`config.mk`:
```
export PLATFORM = sky130hd
export DESIGN_NAME = mats_plus_bist
export DESIGN_NICKNAME = d
export VERILOG_FILES = /design/src/rtl/mats_pkg.sv /design/src/rtl/mats_addr_gen.sv /design/src/rtl/mats_cmp.sv /design/src/rtl/mats_fail_log.sv /design/src/rtl/mats_plus_bist.sv
export SDC_FILE = /design/constraint.sdc
export NUM_CORES = 1
export LEC_CHECK = 0
export ABC_AREA = 1
export ABC_CLOCK_PERIOD_IN_PS = 1900
export BUFFER_PORTS_ARGS = -buffer_cell sky130_fd_sc_hd__buf_2
export CAP_MARGIN = 20
export CORE_MARGIN = 2
export CORE_UTILIZATION = 48
export DETAILED_ROUTE_END_ITERATION = 10
export PLACE_DENSITY = 0.74
export SLEW_MARGIN = 5
export SYNTH_ARGS = -nofsm -noshare
export SYNTH_HDL_FRONTEND = slang
export SYNTH_SLANG_ARGS = --single-unit
export TNS_END_PERCENT = 1
```
`constraint.sdc`:
```
create_clock -name clk -period 1.9 [get_ports clk]
set_input_delay 0.19 -clock clk [delete_from_list [all_inputs] [get_ports clk]]
set_output_delay 0.19 -clock clk [all_outputs]
set_load 0.005 [all_outputs]
```
`src/rtl/mats_pkg.sv`:
```
package mats_pkg;

    typedef enum logic [2:0] {
        ST_IDLE,
        ST_FILL_WR,
        ST_UP_RD,
        ST_UP_WR,
        ST_DN_RD,
        ST_DN_WR
    } march_state_e;

    typedef enum logic [2:0] {
        AG_HOLD,
        AG_CLR,
        AG_INC,
        AG_DEC
    } addr_op_e;

endpackage

```
`src/rtl/mats_addr_gen.sv`:
```
module mats_addr_gen #(
    parameter int AW = 4
) (
    input  logic               clk,
    input  logic               rst_n,
    input  mats_pkg::addr_op_e op,
    output logic [AW-1:0]      addr,
    output logic               at_top,
    output logic               at_bottom
);
    localparam logic [AW-1:0] TOP_ADDR = '1;

    logic [AW-1:0] addr_d, addr_q;

    always_comb begin
        addr_d = addr_q;
        case (op)
            mats_pkg::AG_CLR: addr_d = '0;
            mats_pkg::AG_INC: addr_d = addr_q + 1'b1;
            mats_pkg::AG_DEC: addr_d = addr_q - 1'b1;
            default:          addr_d = addr_q;
        endcase
    end

    always_ff @(posedge clk) begin
        if (!rst_n) addr_q <= '0;
        else        addr_q <= addr_d;
    end

    assign addr      = addr_q;
    assign at_top    = (addr_q == TOP_ADDR);
    assign at_bottom = (addr_q == '0);
endmodule

```
`src/rtl/mats_cmp.sv`:
```
module mats_cmp #(
    parameter int DW = 8
) (
    input  logic          en,
    input  logic          exp_ones,
    input  logic [DW-1:0] rdata,
    output logic          mismatch
);
    logic [DW-1:0] bit_diff;

    for (genvar i = 0; i < DW; i++) begin : g_bit
        assign bit_diff[i] = rdata[i] ^ exp_ones;
    end

    assign mismatch = en & (|bit_diff);
endmodule

```
`src/rtl/mats_fail_log.sv`:
```
module mats_fail_log #(
    parameter int AW = 4
) (
    input  logic          clk,
    input  logic          rst_n,
    input  logic          clr,
    input  logic          hit,
    input  logic [AW-1:0] hit_addr,
    output logic          fail,
    output logic [AW-1:0] fail_addr
);
    typedef struct packed {
        logic          flag;
        logic [AW-1:0] addr;
    } log_t;

    log_t log_d, log_q;

    always_comb begin
        log_d = log_q;
        if (clr) begin
            log_d.flag = 1'b0;
            log_d.addr = '0;
        end else if (hit && !log_q.flag) begin
            log_d.flag = 1'b1;
            log_d.addr = hit_addr;
        end
    end

    always_ff @(posedge clk) begin
        if (!rst_n) log_q <= '0;
        else        log_q <= log_d;
    end

    assign fail      = log_q.flag;
    assign fail_addr = log_q.addr;
endmodule

```
`src/rtl/mats_plus_bist.sv`:
```
module mats_plus_bist #(
    parameter int AW = 4,
    parameter int DW = 8
) (
    input  logic          clk,
    input  logic          rst_n,
    input  logic          start,
    output logic          busy,
    output logic          done,
    output logic          fail,
    output logic [AW-1:0] fail_addr,
    output logic [AW-1:0] mem_addr,
    output logic          mem_we,
    output logic          mem_re,
    output logic [DW-1:0] mem_wdata,
    input  logic [DW-1:0] mem_rdata
);
    import mats_pkg::*;

    typedef struct packed {
        march_state_e state;
        logic         done;
    } seq_t;

    seq_t          seq_d, seq_q;
    addr_op_e      ag_op;
    logic [AW-1:0] cur_addr;
    logic          at_top, at_bottom;
    logic          log_clr;
    logic          cmp_en, cmp_ones, mismatch;

    mats_addr_gen #(.AW(AW)) u_addr (
        .clk       (clk),
        .rst_n     (rst_n),
        .op        (ag_op),
        .addr      (cur_addr),
        .at_top    (at_top),
        .at_bottom (at_bottom)
    );

    always_comb begin
        seq_d      = seq_q;
        seq_d.done = 1'b0;
        ag_op      = AG_HOLD;
        log_clr    = 1'b0;
        case (seq_q.state)
            ST_IDLE: begin
                if (start) begin
                    seq_d.state = ST_FILL_WR;
                    ag_op       = AG_CLR;
                    log_clr     = 1'b1;
                end
            end
            ST_FILL_WR: begin
                if (at_top) begin
                    seq_d.state = ST_UP_RD;
                    ag_op       = AG_CLR;
                end else begin
                    ag_op = AG_INC;
                end
            end
            ST_UP_RD: seq_d.state = ST_UP_WR;
            ST_UP_WR: begin
                if (at_top) begin
                    seq_d.state = ST_DN_RD;
                end else begin
                    seq_d.state = ST_UP_RD;
                    ag_op       = AG_INC;
                end
            end
            ST_DN_RD: seq_d.state = ST_DN_WR;
            ST_DN_WR: begin
                if (at_bottom) begin
                    seq_d.state = ST_IDLE;
                    seq_d.done  = 1'b1;
                end else begin
                    seq_d.state = ST_DN_RD;
                    ag_op       = AG_DEC;
                end
            end
            default: seq_d.state = ST_IDLE;
        endcase
    end

    always_ff @(posedge clk) begin
        if (!rst_n) begin
            seq_q.state <= ST_IDLE;
            seq_q.done  <= 1'b0;
        end else begin
            seq_q <= seq_d;
        end
    end

    assign cmp_en   = (seq_q.state == ST_UP_WR) || (seq_q.state == ST_DN_WR);
    assign cmp_ones = (seq_q.state == ST_DN_WR);

    mats_cmp #(.DW(DW)) u_cmp (
        .en       (cmp_en),
        .exp_ones (cmp_ones),
        .rdata    (mem_rdata),
        .mismatch (mismatch)
    );

    mats_fail_log #(.AW(AW)) u_log (
        .clk       (clk),
        .rst_n     (rst_n),
        .clr       (log_clr),
        .hit       (mismatch),
        .hit_addr  (cur_addr),
        .fail      (fail),
        .fail_addr (fail_addr)
    );

    assign busy      = (seq_q.state != ST_IDLE);
    assign done      = seq_q.done;
    assign mem_addr  = cur_addr;
    assign mem_re    = (seq_q.state == ST_UP_RD) || (seq_q.state == ST_DN_RD);
    assign mem_we    = (seq_q.state == ST_FILL_WR) || (seq_q.state == ST_UP_WR)
                    || (seq_q.state == ST_DN_WR);
    assign mem_wdata = (seq_q.state == ST_UP_WR) ? {DW{1'b1}} : {DW{1'b0}};
endmodule

```
Yosys cells after proc, flatten, opt, wreduce, memory -nomap -nowiden
Index checks and enable logic that the tools add are counted.
{"block": "totals", "reg_bits": 13, "latch_bits": 0, "ramBits": 0, "romBits": 0, "inputBits": 11, "output_inout_bits": 21, "elab_cells": 57, "mem_count": 0}
{"block": "op_classes", "n_addsub": 2, "n_mul": 0, "div": 0, "n_lt_le_gt_ge": 0, "n_eq_ne": 11, "n_shift": 0, "muxes": 15, "bitwise": 10, "reduce_logical": 14}
{"op": "$pmux W3 S6", "count": 1}
{"op": "$mux W3", "count": 4}
{"op": "$pmux W4 S3", "count": 1}
{"op": "$mux W8", "count": 1}
{"op": "$pmux W2 S4", "count": 1}
{"op": "$reduce_or A8 Y1", "count": 1}
{"op": "$xor A1 B1 Y1", "count": 8}
{"op": "$eq A3 B2 Y1 const B", "count": 2}
{"op": "$eq A3 B3 Y1 const B", "count": 2}
{"op": "$mux W2", "count": 3}
{"op": "$reduce_bool A3 Y1", "count": 2}
{"op": "$add A4 B1 Y4 const B", "count": 1}
{"op": "$eq A2 B2 Y1 const B", "count": 2}
{"op": "$eq A4 B4 Y1 const B", "count": 1}
{"op": "$logic_not A4 Y1", "count": 1}
{"op": "$logic_or A1 B1 Y1", "count": 4}
{"op": "$mux W1", "count": 4}
{"op": "$ne A2 B2 Y1 const B", "count": 2}
{"op": "$reduce_and A2 Y1", "count": 2}
{"op": "$sub A4 B1 Y4 const B", "count": 1}
{"op": "$eq A3 B1 Y1 const B", "count": 1}
{"op": "$logic_not A3 Y1", "count": 1}
{"op": "$eq A2 B1 Y1 const B", "count": 1}
{"op": "$reduce_or A2 Y1", "count": 1}
{"op": "other kinds (4)", "count": 4}

Depth between registers and ports, before layout
{"block": "depth", "word_depth": 5, "ltp_mapped": 13, "mapped_depth_nobuf": 13}

By module
A second synthesis with hierarchy kept.
{"block": "unflattened", "hier_cells": 154, "area_unflattened_um2": 974.7}
{"module": "mats_plus_bist", "instances": 1, "cells_each": 55, "area_each_um2": 364.1, "seq_area_each_um2": 80.1}
{"module": "mats_addr_gen", "instances": 1, "cells_each": 50, "area_each_um2": 331.6, "seq_area_each_um2": 80.1}
{"module": "mats_fail_log", "instances": 1, "cells_each": 31, "area_each_um2": 209.0, "seq_area_each_um2": 100.1}
{"module": "mats_cmp", "instances": 1, "cells_each": 18, "area_each_um2": 70.1, "seq_area_each_um2": 0.0}

Worst setup path before layout
OpenSTA, ideal clock, no wires.
{"block": "synth_timing", "kind": "register to register", "from": "register u_addr.addr_q[0] (netlist: u_addr.addr[0])", "to": "register u_addr.addr_q[3] (netlist: u_addr.addr[3])", "setup_ns": 0.120, "arrival_time_ns": 1.587, "required_time_ns": 1.780, "slack_ns": 0.194, "path_stages_with_launch": 12, "path_buffers": 0, "synth_period_minus_slack_ns": 1.706, "cell_sequence": "dfxtp_1 > nor2_1 > nand2_1 > nand2_2 > inv_1 > ha_1 > nand2_1 > nand2_1 > a21oi_1 > nand3_1 > nand3_1 > a21oi_1"}
{"block": "synth_via", "elab_chain_cells": 5, "elab_cells_between_ends": 13, "cone_classes": "2 x add/sub; 4 x eq/ne; 5 x mux; 2 x reduce/logical"}
{"item": "start: declaration", "line_no": "mats_addr_gen.sv:13", "source": "logic [AW-1:0] addr_d, addr_q;"}
{"item": "start signal: assignment", "line_no": "mats_addr_gen.sv:27", "source": "else addr_q <= addr_d;"}
{"item": "$eq A4 B4 Y1 or $logic_not A4 Y1 (tied branches)", "line_no": "mats_addr_gen.sv:31, mats_addr_gen.sv:32"}
{"item": "$mux W2 (on tied branches)", "line_no": "mats_plus_bist.sv:55, mats_plus_bist.sv:64, mats_plus_bist.sv:73"}
{"item": "$pmux W2 S4", "line_no": "mats_plus_bist.sv:46", "source": "case (seq_q.state)"}
{"item": "$eq A2 B2 Y1 or $eq A2 B1 Y1 (tied branches)", "line_no": "mats_addr_gen.sv:17", "source": "case (op)"}
{"item": "$pmux W4 S3 or $reduce_bool A3 Y1 (tied branches)"}
Parallel ways exist; a longest one is shown, timed or not.
A chain may end at the register's enable or synchronous reset.

Final worst setup path
{"block": "layout_timing", "from": "register seq_q[2] (netlist name)", "to": "register u_addr.addr_q[3] (netlist: u_addr.addr[3])"}
{"block": "layout_via", "elab_chain_cells": 4, "elab_cells_between_ends": 10, "cone_classes": "6 x eq/ne; 2 x mux; 2 x reduce/logical"}
{"item": "start: declaration", "line_no": "mats_plus_bist.sv:25", "source": "seq_t seq_d, seq_q;"}
{"item": "start signal: assignment", "line_no": "mats_plus_bist.sv:90", "source": "seq_q <= seq_d;"}
{"item": "$eq A3 B3 Y1 (tied with other cells)", "line_no": "mats_plus_bist.sv:46"}
{"item": "$pmux W2 S4 (*)", "line_no": "mats_plus_bist.sv:46"}
{"item": "$eq A2 B2 Y1 or $eq A2 B1 Y1 (tied branches)", "line_no": "mats_addr_gen.sv:17"}
{"item": "$pmux W4 S3 or $reduce_bool A3 Y1 (tied branches)"}
Every way passes the cells marked *; elsewhere a longest branch is shown, timed or not.

==> flow_metrics.tcl <==
set metrics [dict create \
    run_status "completed" \
    r2r_end "u_addr.addr[3]" \
    dp_slack_ns 0.0873 \
    yosysMostFrequentCell "nand2_1" \
    yosys_warnings 0 \
    nNetsFinal 180 \
    clk_latency_ns 0.27 \
    cts_tree "yes" \
    power.total_mw 0.779 \
    hold_path.class "input pin to register" \
    dr.pass1.iters 4 \
    rows 15 \
    finalCriticalPeriod_ns 1.66 \
    hp-start "rst_n" \
    finalSetupTns_ns 0 \
    r2r-start "seq_q[2]" \
    antenna_cells 0 \
    hold_path_end "seq_q[1]" \
    grt_overflow 0 \
    cts.sinks 13 \
    crit_slowest_cell "dfxtp_1" \
    setup_viol 0 \
    slew_headroom_pct 81.9 \
    holdPathStages 3 \
    grt_pass1_wl_um 3350 \
    cts_buffer_depth 2 \
    grt_pass1_vias 817 \
    hold_viol 0 \
    drive_above_1_share_pct 37.6 \
    grt_usage_pct 21.7 \
    worst_slew_pin_slew_ns 0.269 \
    initial_core_util_pct 50.9 \
    skew_ns 0.000382 \
    endpoint_kind "register" \
    rr_worst_depth 13 \
    routedWlPerCell_um 10.9 \
    placedCellCount 183 \
    htree_num_levels 1 \
    path_common_cell "nand2_1" \
    path_buf_inv 3 \
    final_cell_area_mm2 0.00111 \
    min_period_over_period_pct 87.1 \
    seq_area_um2 262 \
    synth_edf_count 0 \
    reg2reg_setup_slack_ns 0.24 \
    ios 32 \
    synth_top_cell_area_share_pct 29.9 \
    drc 0 \
    cp_cell_sequence "inv_2 -> nand2_2 -> nor2_4 -> nand2_2 -> inv_2 -> ha_1 -> nand2_1 -> nand2_1 -> a21oi_2 -> inv_1 -> nand2_1 -> nand3_1 -> a21oi_1" \
    syn_nets 142 \
    synth_ff_type "dfxtp_1" \
    critPathLaunchType "register" \
    cts.clk_slew.worst_paths_ns 0.07 \
    fin_util_pct 64.8 \
    fmax_ghz 0.604 \
    fp.dieW_um 46.6 \
    synthArstFlopShare_pct 0 \
    cts_made_buffers 3 \
    synth_cells 128 \
    synth.area.top_cells "dfxtp_1 30%, nand2_1 13%, a21oi_1 6.9%" \
    grt_max_degree 12 \
    place.gp.congestion 0.810 \
    multi_input_area_um2 513 \
    synth-seq-cells 13 \
    nFillCells 160 \
    fin_ws_ns 0.245 \
    die_h_um 46.6 \
    arrival_ns 1.86 \
    crit_required_ns 2.11 \
    coreArea_mm2 0.00171 \
    first_iter_violations 18 \
    hpwl_um 1650 \
    cts-root-buf "clkbuf_4" \
    p_leak_nw 0.584 \
    max_stage_delay_ns 0.34 \
    drt_wl_total_um 2080 \
    cap_violations 0 \
    syn_area_um2 870 \
    placed_area_mm2 0.00105 \
    avgViaCountPerCell 4.97 \
    synth_commonest_cells "30 x nand2_1, 14 x nor2_1, 13 x dfxtp_1, 12 x a21oi_1, 11 x inv_1" \
    antenna_found_initial 0 \
    critPathTopFamily "simple AND/OR/NAND/NOR gates" \
    slew_violations 0 \
    p_per_area_mw_per_mm2 704 \
    yosysUniqueCellTypes 21 \
    whs_ns 0.158 \
    seq_area_frac_synth_pct 29.9 \
    critPathKind "register to register" \
    routed-via-count 945 \
    portBuffers 31 \
    die_area_mm2 0.00217 \
    synth_area_per_cell_um2 6.79 \
    ant_nets 0 \
    rsz0062_at_grt "false" \
    yosys.area.top_type "dfxtp_1" \
    final_cells 190 \
    syn_to_final_growth_pct 27.3 \
    worst-path-max-fanout 5 \
    ir_drop_v 0.000400 \
    hold_buffers 0 \
]
-- cell type report --
class / instances / share of cell area, %
Clock buffer: 4 / 2.37
Inverter: 14 / 4.75
Multi-Input combinational cell: 94 / 46.3
Sequential cell: 13 / 23.6
Tap cell: 25 / 2.82
Timing Repair Buffer: 40 / 20.1
-- power breakdown --
part	switching [mW]	internal, mW	leakage [nW]	total (mW)
clock	0.0866	0.0814	0.0150	0.168
combinational	0.185	0.121	0.463	0.306
sequential	0.0136	0.291	0.106	0.305
-- worst max path at each step --
stage                        start        endpoint  slack [ns]  depth (start not counted)
floorplan           u_addr.addr[0]  u_addr.addr[3]        0.19                         11
CTS                       seq_q[3]  u_addr.addr[3]        0.07                         12
global route              seq_q[2]  u_addr.addr[3]       0.008                         13
finish                    seq_q[2]  u_addr.addr[3]        0.24                         13
detailed placement        seq_q[3]  u_addr.addr[3]        0.09                         11
global placement          seq_q[3]  u_addr.addr[3]        0.21                         11
-- state kept, by name, summed over array words and instances (netlist names) --
register,flops
u_log.fail_addr,4
u_addr.addr,4
done,1
seq_q,3
u_log.fail,1
-- routing by layer --
metal	vias to the layer above	part of all wire, %	routed length (um)	track usage, %
met1	416	43	900	27.1
met2	40	49	1010	35.8
met4	0	1.9	39	6.86
met5	-	0	0	0
met3	6	6.2	128	6.27
li1	483	-	-	-
-- placed cells by master, fill, tap and decap left out, drive strengths merged, types with 2 or more instances in the layout --
cell type | netlist | layout
dfxtp | 13 | 13
a21oi | 13 | 13
clkbuf | 0 | 4
ha | 2 | 2
o21ai | 4 | 4
nor3 | 4 | 4
nand3 | 10 | 10
inv | 14 | 14
nand2 | 34 | 34
buf | 7 | 40
nor2 | 19 | 19
nand4 | 5 | 5
-- cells by family after synthesis --
family,count (synthesis),synth area share (%)
xor gates and xnor gates,1,1.01
DFF,13,29.9
buffers and inverters,21,12.1
and+or+nand+nor,73,41.6
AOI/OAI and AO/OA,17,10.2
adders and majority gates,3,5.18
-- worst register-to-register path, stage by stage, from the launching register on --
cell	delay, ns
dfxtp_1	0.34
inv_2	0.10
nand2_2	0.08
nor2_4	0.12
nand2_2	0.06
inv_2	0.08
ha_1	0.26
nand2_1	0.08
nand2_1	0.06
a21oi_2	0.13
inv_1	0.05
nand2_1	0.06
nand3_1	0.06
a21oi_1	0.13
-- timing repair --
item	in CTS	in global routing
resized for setup	0	4
endpoints found under the setup margin	0	1
setup buffers	0	3
(Power assumes the default switching activity.)
